**config.mk**
```make
export PLATFORM = sky130hd
export DESIGN_NAME = irtx_seqr
export DESIGN_NICKNAME = d
export VERILOG_FILES = /design/src/rtl/irtx_pkg.sv /design/src/rtl/irtx_fifo.sv /design/src/rtl/irtx_tick.sv /design/src/rtl/irtx_play.sv /design/src/rtl/irtx_seqr.sv
export SDC_FILE = /design/constraint.sdc
export NUM_CORES = 2
export LEC_CHECK = 0
export BUFFER_PORTS_ARGS = -buffer_cell sky130_fd_sc_hd__buf_2
export CAP_MARGIN = 25
export CORE_MARGIN = 5
export CORE_UTILIZATION = 29
export CTS_BUF_LIST = sky130_fd_sc_hd__clkbuf_8
export CTS_CLUSTER_DIAMETER = 120
export DETAILED_ROUTE_END_ITERATION = 6
export SYNTH_ARGS = -nofsm -noshare
export SYNTH_HDL_FRONTEND = slang
export SYNTH_SLANG_ARGS = --single-unit
```
**constraint.sdc**
```tcl
create_clock -name clk_i -period 4.2 [get_ports clk_i]
set_input_delay 0.21 -clock clk_i [delete_from_list [all_inputs] [get_ports clk_i]]
set_output_delay 0.21 -clock clk_i [all_outputs]
set_load 0.005 [all_outputs]
```
**src/rtl/irtx_pkg.sv**
```systemverilog
package irtx_pkg;
  localparam int DATA_W   = 32;
  localparam int ADDR_W   = 4;
  localparam int CNT_W    = 10;
  localparam int PUSH_BIT = 16;
  localparam int MARK_BIT = 12;
  localparam int TB_LSB   = 10;
  localparam int IEN_BIT  = 8;
  localparam int PEND_BIT = 16;
  localparam logic [ADDR_W-1:0] CMD_ADDR = 4'h8;
  localparam logic [ADDR_W-1:0] CFG_ADDR = 4'hC;

  typedef enum logic [1:0] {
    TB_1US   = 2'd0,
    TB_10US  = 2'd1,
    TB_100US = 2'd2,
    TB_CAR   = 2'd3
  } tbase_e;

  typedef struct packed {
    logic              mark;
    tbase_e            tb;
    logic [CNT_W-1:0]  cnt;
  } cmd_t;

  localparam int CMD_W = $bits(cmd_t);

  function automatic cmd_t unpack_cmd(input logic [DATA_W-1:0] w);
    cmd_t c;
    c.mark = w[MARK_BIT];
    c.tb   = tbase_e'(w[TB_LSB+1:TB_LSB]);
    c.cnt  = w[CNT_W-1:0];
    return c;
  endfunction
endpackage

```
**src/rtl/irtx_fifo.sv**
```systemverilog
module irtx_fifo #(
  parameter int DEPTH = 128,
  parameter int W     = 13,
  localparam int PW   = $clog2(DEPTH),
  localparam int LW   = $clog2(DEPTH+1)
) (
  input  logic          clk_i,
  input  logic          rst_ni,
  input  logic          push_i,
  input  logic [W-1:0]  wdata_i,
  input  logic          pop_i,
  output logic [W-1:0]  rdata_o,
  output logic          empty_o,
  output logic          full_o,
  output logic [LW-1:0] level_o
);
  logic [W-1:0]  mem_q [DEPTH];
  logic [PW-1:0] wp_q, rp_q;
  logic [LW-1:0] lvl_q;
  logic          do_push, do_pop;

  assign empty_o = (lvl_q == '0);
  assign full_o  = (lvl_q == LW'(DEPTH));
  assign level_o = lvl_q;
  assign rdata_o = mem_q[rp_q];
  assign do_push = push_i && !full_o;
  assign do_pop  = pop_i && !empty_o;

  always_ff @(posedge clk_i) begin
    if (do_push) mem_q[wp_q] <= wdata_i;
  end

  always_ff @(posedge clk_i or negedge rst_ni) begin
    if (!rst_ni) begin
      wp_q  <= '0;
      rp_q  <= '0;
      lvl_q <= '0;
    end else begin
      if (do_push) wp_q <= (wp_q == PW'(DEPTH-1)) ? '0 : wp_q + 1'b1;
      if (do_pop)  rp_q <= (rp_q == PW'(DEPTH-1)) ? '0 : rp_q + 1'b1;
      case ({do_push, do_pop})
        2'b10:   lvl_q <= lvl_q + 1'b1;
        2'b01:   lvl_q <= lvl_q - 1'b1;
        default: lvl_q <= lvl_q;
      endcase
    end
  end
endmodule

```
**src/rtl/irtx_tick.sv**
```systemverilog
module irtx_tick #(
  parameter int US_DIV = 250,
  localparam int PW    = (US_DIV > 1) ? $clog2(US_DIV) : 1,
  localparam int NDEC  = 2
) (
  input  logic          clk_i,
  input  logic          rst_ni,
  input  logic          restart_i,
  output logic [NDEC:0] tick_o
);
  logic [PW-1:0] pre_q;
  logic          t1;

  assign t1        = (pre_q == PW'(US_DIV-1));
  assign tick_o[0] = t1;

  always_ff @(posedge clk_i or negedge rst_ni) begin
    if (!rst_ni)        pre_q <= '0;
    else if (restart_i) pre_q <= '0;
    else                pre_q <= t1 ? '0 : pre_q + 1'b1;
  end

  // decade stages: 10 us and 100 us, both counted in 1 us ticks
  for (genvar g = 0; g < NDEC; g++) begin : g_dec
    localparam int MOD = (g == 0) ? 10 : 100;
    localparam int CW  = $clog2(MOD);
    logic [CW-1:0] c_q;
    assign tick_o[g+1] = t1 && (c_q == CW'(MOD-1));
    always_ff @(posedge clk_i or negedge rst_ni) begin
      if (!rst_ni)        c_q <= '0;
      else if (restart_i) c_q <= '0;
      else if (t1)        c_q <= (c_q == CW'(MOD-1)) ? '0 : c_q + 1'b1;
    end
  end
endmodule

```
**src/rtl/irtx_play.sv**
```systemverilog
module irtx_play
  import irtx_pkg::*;
(
  input  logic       clk_i,
  input  logic       rst_ni,
  input  logic       empty_i,
  input  cmd_t       cmd_i,
  input  logic [2:0] tick_i,
  input  logic       car_tick_i,
  output logic       pop_o,
  output logic       active_o,
  output logic       mark_o
);
  cmd_t             cur_q;
  logic [CNT_W-1:0] left_q;
  logic             act_q, step, expire;

  always_comb begin
    case (cur_q.tb)
      TB_1US:   step = tick_i[0];
      TB_10US:  step = tick_i[1];
      TB_100US: step = tick_i[2];
      default:  step = car_tick_i;
    endcase
  end

  assign expire   = act_q && step && (left_q == '0);
  assign pop_o    = !empty_i && (!act_q || expire);
  assign active_o = act_q;
  assign mark_o   = act_q && cur_q.mark;

  always_ff @(posedge clk_i or negedge rst_ni) begin
    if (!rst_ni) begin
      act_q  <= 1'b0;
      cur_q  <= '0;
      left_q <= '0;
    end else if (pop_o) begin
      act_q  <= 1'b1;
      cur_q  <= cmd_i;
      left_q <= cmd_i.cnt;
    end else if (expire) begin
      act_q  <= 1'b0;
    end else if (act_q && step) begin
      left_q <= left_q - 1'b1;
    end
  end
endmodule

```
**src/rtl/irtx_seqr.sv**
```systemverilog
module irtx_seqr
  import irtx_pkg::*;
#(
  parameter int DEPTH  = 128,
  parameter int US_DIV = 250,
  localparam int LW    = $clog2(DEPTH+1),
  localparam int TW    = $clog2(DEPTH)
) (
  input  logic              clk_i,
  input  logic              rst_ni,
  input  logic              wr_i,
  input  logic [ADDR_W-1:0] addr_i,
  input  logic [DATA_W-1:0] wdata_i,
  input  logic              carrier_i,
  input  logic              car_tick_i,
  output logic              ir_o,
  output logic              mark_o,
  output logic              busy_o,
  output logic [LW-1:0]     level_o,
  output logic              ovf_o,
  output logic              pend_o,
  output logic              irq_o
);
  logic          push_req, cfg_wr, fifo_full, fifo_empty, pop;
  logic [CMD_W-1:0] fifo_rd;
  logic [LW-1:0] level;
  logic [2:0]    ticks;
  logic          mark;
  logic [TW-1:0] thr_q, thr_n;
  logic          ien_q, ien_n, pend_q, pend_d, ovf_q, clr;
  cmd_t          push_cmd;

  assign push_req = wr_i && (addr_i == CMD_ADDR) && wdata_i[PUSH_BIT];
  assign cfg_wr   = wr_i && (addr_i == CFG_ADDR);
  assign push_cmd = unpack_cmd(wdata_i);

  irtx_fifo #(.DEPTH(DEPTH), .W(CMD_W)) u_fifo (
    .clk_i, .rst_ni,
    .push_i (push_req),
    .wdata_i(push_cmd),
    .pop_i  (pop),
    .rdata_o(fifo_rd),
    .empty_o(fifo_empty),
    .full_o (fifo_full),
    .level_o(level)
  );

  irtx_tick #(.US_DIV(US_DIV)) u_tick (
    .clk_i, .rst_ni,
    .restart_i(pop),
    .tick_o   (ticks)
  );

  irtx_play u_play (
    .clk_i, .rst_ni,
    .empty_i   (fifo_empty),
    .cmd_i     (cmd_t'(fifo_rd)),
    .tick_i    (ticks),
    .car_tick_i(car_tick_i),
    .pop_o     (pop),
    .active_o  (busy_o),
    .mark_o    (mark)
  );

  // low-water pending: new cfg values take effect in the write cycle
  assign thr_n  = cfg_wr ? wdata_i[TW-1:0] : thr_q;
  assign ien_n  = cfg_wr ? wdata_i[IEN_BIT] : ien_q;
  assign clr    = cfg_wr && !wdata_i[PEND_BIT];
  assign pend_d = (pend_q && !clr) || (ien_n && (level <= LW'(thr_n)));

  always_ff @(posedge clk_i or negedge rst_ni) begin
    if (!rst_ni) begin
      thr_q  <= '0;
      ien_q  <= 1'b0;
      pend_q <= 1'b0;
      ovf_q  <= 1'b0;
    end else begin
      thr_q  <= thr_n;
      ien_q  <= ien_n;
      pend_q <= pend_d;
      if (push_req && fifo_full) ovf_q <= 1'b1;
    end
  end

  assign mark_o  = mark;
  assign ir_o    = mark && carrier_i;
  assign level_o = level;
  assign ovf_o   = ovf_q;
  assign pend_o  = pend_q;
  assign irq_o   = pend_q && ien_q;
endmodule

```
# ---- Word level (Yosys, flattened, before mapping)
# Memories as Yosys holds them, arrays and structs flattened.
# Cells that the tools add are included.
dict set report op_classes {
  reduce_logical 32
  n_lt_le_gt_ge 1
  add_sub_neg 8
  eq_ne 13
  muxes 21
}
# cell n
set ops {}
lappend ops {{$mux 7} 6}
lappend ops {{$mux 10} 3}
lappend ops {{$add 7x1->7 const B} 3}
lappend ops {{$eq 7x7->1 const B} 3}
lappend ops {{$logic_and 1x1->1} 17}
lappend ops {{$add 8x1->8 const B} 2}
lappend ops {{$eq 8x8->1 const B} 2}
lappend ops {{$mux 8} 2}
lappend ops {{$pmux 8 s2} 1}
lappend ops {{$eq 4x4->1 const B} 3}
lappend ops {{$mux 4} 3}
lappend ops {{$logic_not 10->1} 1}
lappend ops {{$sub 10x1->10 const B} 1}
lappend ops {{$le 8x7->1} 1}
lappend ops {{$logic_not 8->1} 1}
lappend ops {{$reduce_bool 2->1} 4}
lappend ops {{$sub 8x1->8 const B} 1}
lappend ops {{$logic_not 1->1} 5}
lappend ops {{$mux 1} 5}
lappend ops {{$add 4x1->4 const B} 1}
lappend ops {{$eq 2x1->1 const B} 2}
lappend ops {{$eq 2x2->1 const B} 2}
lappend ops {{$pmux 1 s3} 1}
lappend ops {{$logic_not 2->1} 1}
lappend ops {{3 further kinds} 4}
dict set report word_totals {
  memories 1
  input_bits 41
  reg_bits 65
  wordCells 90
  ramBits 1664
  out_inout_bits 14
}
# memory words word_bits read_ports rd_clocked_by_memory_dff wr line_no
set memory_table {}
lappend memory_table {u_fifo.mem_q 128 13 1 0 1 irtx_fifo.sv:17} ;# logic [W-1:0] mem_q [DEPTH];

# ---- Depth between registers and ports, before layout
dict set report logic_depth {
  word_depth 10
  depth_mapped 20
  ltp_nobuf 17
}

# ---- Hierarchy
# Synthesis repeated with hierarchy kept, for this count alone.
dict set report unflattened {
  cells_unflattened 3358
  area_unflattened_um2 67722.5
}
# mod area_each_um2 n_inst cells_per_inst seq_area_each_um2
set modules_own_cells {}
lappend modules_own_cells {irtx_fifo 65183.8 1 3104 50518.5}
lappend modules_own_cells {irtx_tick 1008.5 1 108 475.5}
lappend modules_own_cells {irtx_play 925.9 1 94 350.3}
lappend modules_own_cells {irtx_seqr 604.3 1 52 250.2}

# ---- Worst setup path before layout
# No wires, ideal clock.
dict set report synth_path {
  kind {register to register}
  startpoint {register u_fifo.lvl_q[3], in the netlist u_fifo.level_o[3]}
  endpoint {register u_fifo.lvl_q[7], in the netlist u_fifo.level_o[7]}
  path_slack_ns 0.244
  arrival_ns 3.876
  path_buffers 3
  t_required_ns 4.120
  path_stages_with_launch 18
  synth_period_minus_slack_ns 3.956
  path_cell_list {dfrtp_1 -> or4_1 -> nor4b_2 -> or2_1 -> o22a_1 -> buf_4 -> inv_2 -> buf_2 -> buf_2 -> ha_1 -> ha_1 -> a21o_1 -> a21oi_1 -> nor2b_1 -> o21a_1 -> o41ai_1 -> mux2i_1 -> xnor2_1}
}
dict set report synth_via {
  elab_chain_len 6
  word_cells_on_any_way 13
  cone_classes {add/sub: 2; eq/ne: 3; mux: 1; reduce/logical: 7}
}
# item line_no
set synth_lines {}
lappend synth_lines {{start: declaration} irtx_fifo.sv:19} ;# logic [LW-1:0] lvl_q;
lappend synth_lines {{start signal: assignment} irtx_fifo.sv:42} ;# 2'b10: lvl_q <= lvl_q + 1'b1;
lappend synth_lines {{start signal: assignment} irtx_fifo.sv:43} ;# 2'b01: lvl_q <= lvl_q - 1'b1;
lappend synth_lines {{start signal: assignment} irtx_fifo.sv:44} ;# default: lvl_q <= lvl_q;
lappend synth_lines {{$logic_not 8->1 *} irtx_fifo.sv:22} ;# assign empty_o = (lvl_q == '0);
lappend synth_lines {{$logic_not 1->1 *} irtx_play.sv:28} ;# assign pop_o = !empty_i && (!act_q || expire);
lappend synth_lines {{$logic_and 1x1->1 *} irtx_play.sv:28}
lappend synth_lines {{net pop} irtx_seqr.sv:24} ;# logic push_req, cfg_wr, fifo_full, fifo_empty, pop;
lappend synth_lines {{$logic_and 1x1->1 *} irtx_fifo.sv:27} ;# assign do_pop = pop_i && !empty_o;
lappend synth_lines {{$eq 2x1->1 or $eq 2x2->1 (tied branches)} irtx_fifo.sv:41} ;# case ({do_push, do_pop})
lappend synth_lines {{$pmux 8 s2 or $reduce_bool 2->1 (tied branches)} --}
# The timed path passes the listed nets; every way through them passes the cells marked *.
# A chain may end at the register's enable or synchronous reset.

# ---- Worst setup path in the final report
dict set report layout_path {
  startpoint {register u_fifo.lvl_q[3], in the netlist u_fifo.level_o[3]}
  endpoint {register u_fifo.lvl_q[7], in the netlist u_fifo.level_o[7]}
}
dict set report layout_via {
  elab_chain_len 6
  word_cells_on_any_way 13
  cone_classes {add/sub: 2; eq/ne: 3; mux: 1; reduce/logical: 7}
}
# item
set layout_lines {}
lappend layout_lines {{branches (longest 6 deep; another with $sub 8x1->8)}}
# Parallel ways; which one is timed is not known.

==> flow_metrics.tcl <==
set metrics [dict create \
    status "complete, no violations" \
    core_area_sq_mm 0.233 \
    seqPwrFrac 0.572 \
    clock_skew_ns 0.111 \
    htreeDepth 5 \
    totalWireLength_microns 185000 \
    worstMarginPinSlew_ns 1.33 \
    grtUsageTotal 0.148 \
    antenna_found_initial 5 \
    vias 36000 \
    synth.cell_area_sq_mm 0.0679 \
    synth-simple-area-share 0.0312 \
    arrival_ns 4.68 \
    maxCapViolations 0 \
    slew_headroom 0.110 \
    ioPinCount 55 \
    layout-drive-gt1-share 0.265 \
    grt-ovfl-total 0 \
    synth-xor-area-share 0.00322 \
    yosysWarnings 0 \
    placed_cell_area_sq_mm 0.0734 \
    internal-power_mw 26.1 \
    cp-start-kind "flop" \
    ys_seq_area_frac 0.760 \
    grt_pass1_vias 36200 \
    drt_iter0_markers 3775 \
    route.detailed.drc 0 \
    avgSynthCellArea_sq_um 20.1 \
    numCtsBuffers 306 \
    num_rows 177 \
    drv_slew 0 \
    clock_sinks 1729 \
    synth_compound_area_frac 0.0392 \
    rsz0062_at_grt "no" \
    worstPathCellList "or4_1 > nor4b_2 > or2_1 > o22a_1 > inv_2 > ha_1 > buf_4 > ha_1 > a21oi_1 > nor2b_1 > o21a_1 > o41ai_1 > mux2i_1 > xnor2_1" \
    crit_fanout 7 \
    die_area_sq_mm 0.244 \
    cts-root-buf "clkbuf_8" \
    critical_path_class "flop to flop" \
    clkTransAtPathRegs_ns 0.07 \
    grt_max_degree 129 \
    cts_setup_buffers 0 \
    grt_pass1_wl_microns 265000 \
    synth.net_count 3440 \
    p_comb_frac 0.018 \
    critPathTopFamily "simple AND/OR/NAND/NOR gates" \
    synthFlopType "edfxtp_1" \
    switchingPower_mw 7.05 \
    power_density_mw_per_mm2 421 \
    crit_path_frequent_cell "ha_1" \
    clkPwrFrac 0.409 \
    insertion_delay_ns 1.00 \
    fin_crit_ns 3.78 \
    ys_seq_elements 1729 \
    ir_drop_v 0.000360 \
    routabilityCongestion 0.868 \
    viasPerCell 5.01 \
    critPathMaxStageDelay_ns 0.59 \
    max_freq_ghz 0.264 \
    holdWs_ns 0.141 \
    hpwl_microns 114000 \
    synth.area.mux_share 0.143 \
    cts_tree "built" \
    worstSetupEndpointType "flop" \
    clockBufferDepth 4 \
    syn_to_final_growth_pct 16.2 \
    ant_nets 0 \
    synth_top_family_by_area "multiplexers" \
    fin_area_sq_mm 0.0789 \
    async_flop_share 0.0376 \
    routedWlPerCell_microns 25.7 \
    synthAdderAreaFrac 0.00453 \
    portBuffers 36 \
    synth_edf_count 1664 \
    yosysUniqueCellTypes 83 \
    fin_setup_tns_ns 0 \
    netlist_instances 3375 \
    chipHeight_microns 494 \
    hold_class "primary input to flop" \
    critPathBufInv 2 \
    worst_ep_required_time_ns 5.10 \
    worst_path_max_delay_cell "or4_1" \
    period_share 0.901 \
    setup_viol 0 \
    drtPass1Iterations 5 \
    finalHoldViolations 0 \
    power.switching_fraction 0.212 \
    final_net_count 3933 \
    initial_core_util 0.292 \
    p_leak_nw 26.1 \
    dieWidth_microns 494 \
]
[path summary, 6_finish.rpt]
check / startpoint / to / slack (ns) / cells past startpoint
max: u_fifo.level_o[3] / u_fifo.level_o[7] / 0.42 / 14
min: wdata_i[11] / u_fifo.mem_q[8][11] / 0.14 / 2
max reg2reg: u_fifo.level_o[3] / u_fifo.level_o[7] / 0.42 / 14
min reg2reg: thr_q[2] / thr_q[2] / 0.49 / 2
max in group asynchronous: rst_ni / u_tick.pre_q[2] / 3.03 / 5
min in group asynchronous: rst_ni / u_fifo.level_o[1] / 0.46 / 4
[final cells by class]
class | instances | area (sq um)
repair buffers | 368 | 3050
fillers | 21900 | 154000
clock inverters | 185 | 826
flip-flops and latches | 1729 | 51600
inverters | 29 | 109
well taps | 3132 | 3920
diodes | 3 | 7.51
clock buffers | 314 | 4320
multi-input cells | 1434 | 15100
[flip-flops by register name, indices dropped and copies added, names as in the netlist, 3 cells and up]
name	count
u_fifo.mem_q	1664
thr_q	7
u_fifo.level_o	8
u_play.cur_q	3
u_play.left_q	10
u_tick.pre_q	8
u_fifo.wp_q	7
u_fifo.rp_q	7
u_tick.g_dec.c_q	11
[power groups by stage]
stage / registers, mW / clock network [mW] / logic, mW
floorplan: 19.3 / 0 / 0.177
global placement: 19.4 / 0 / 0.564
detailed placement: 19.4 / 0 / 0.591
CTS: 19.0 / 13.9 / 0.615
global route: 19.0 / 14.7 / 0.678
finish: 19.0 / 13.6 / 0.613
[cells in the mapped netlist, types with 7 or more instances]
| cell | count | area share |
|---|---|---|
| a22o_1 | 13 | 0.0017 |
| o211ai_1 | 7 | 0.00077 |
| a21oi_1 | 86 | 0.0063 |
| buf_8 | 7 | 0.0015 |
| edfxtp_1 | 1664 | 0.74 |
| dfrtp_1 | 65 | 0.024 |
| nor3_1 | 35 | 0.0026 |
| o21ai_0 | 54 | 0.0040 |
| nand2b_1 | 9 | 0.00083 |
| buf_2 | 55 | 0.0041 |
| mux2_2 | 12 | 0.0020 |
| mux2i_1 | 166 | 0.024 |
| nor2b_1 | 22 | 0.0020 |
| nand2_1 | 111 | 0.0061 |
| o221ai_1 | 29 | 0.0037 |
| nor2_1 | 199 | 0.011 |
| mux4_2 | 353 | 0.12 |
| nand3_1 | 26 | 0.0019 |
| inv_1 | 26 | 0.0014 |
| xnor2_1 | 15 | 0.0019 |
| buf_1 | 13 | 0.00072 |
| buf_4 | 16 | 0.0018 |
| ha_1 | 23 | 0.0042 |
| o22ai_1 | 26 | 0.0024 |
| clkbuf_1 | 58 | 0.0032 |
| o31ai_1 | 9 | 0.00099 |
| a211oi_1 | 10 | 0.0011 |
| xor2_1 | 10 | 0.0013 |
| a221oi_1 | 15 | 0.0019 |
| buf_6 | 32 | 0.0053 |
| or3_1 | 7 | 0.00064 |
| nand4_1 | 11 | 0.0010 |
| o21ai_1 | 9 | 0.00066 |
| a31oi_1 | 10 | 0.00092 |
| a22oi_1 | 66 | 0.0073 |
[metrics by stage]
step                 util  setup WS, ns  instances  power, mW
finish              0.339         0.417       7194       33.2
global route        0.339         0.143       7193       34.4
CTS                 0.339         0.314       7187       33.5
detailed placement  0.315         0.323       6662       19.9
global placement    0.315         0.257       6662       19.9
floorplan               -         0.244       3375       19.5
[worst reg2reg max path, stage by stage, from the launching register on]
cell,delay [ns]
dfrtp_1,0.42
or4_1,0.59
nor4b_2,0.43
or2_1,0.17
o22a_1,0.15
inv_2,0.05
ha_1,0.22
buf_4,0.17
ha_1,0.31
a21oi_1,0.23
nor2b_1,0.07
o21a_1,0.18
o41ai_1,0.30
mux2i_1,0.27
xnor2_1,0.13
[cell usage in the layout (no fill, tap or decap), drive strengths merged, types with 65 or more instances in the layout]
cell type | Yosys | final
edfxtp | 1664 | 1664
clkbuf | 58 | 314
inv | 28 | 126
mux2i | 166 | 166
a22oi | 66 | 66
nor2 | 200 | 200
nand2 | 111 | 111
a21oi | 86 | 86
mux4 | 353 | 353
clkinv | 1 | 79
buf | 125 | 342
dfrtp | 65 | 65
[cell families after synthesis]
logic type | count (synthesis)
adders and majority gates | 24
muxes | 531
DFF | 1729
buffers and inverters | 212
AOI/OAI and AO/OA | 388
and+or+nand+nor | 466
xor gates and xnor gates | 25
[what timing repair did]
item	CTS	global route
setup endpoints to repair	0	1
hold endpoints to repair	901	0
gates resized for setup	0	1
hold buffers	26	0
[per-layer routing]
| layer | GRT usage | wire, microns |
|---|---|---|
| met1 | 0.203 | 76800 |
| met2 | 0.232 | 86100 |
| met3 | 0.0354 | 15600 |
| met4 | 0.0521 | 6030 |
| met5 | 0 | 13 |
(Power assumes the default switching activity.)
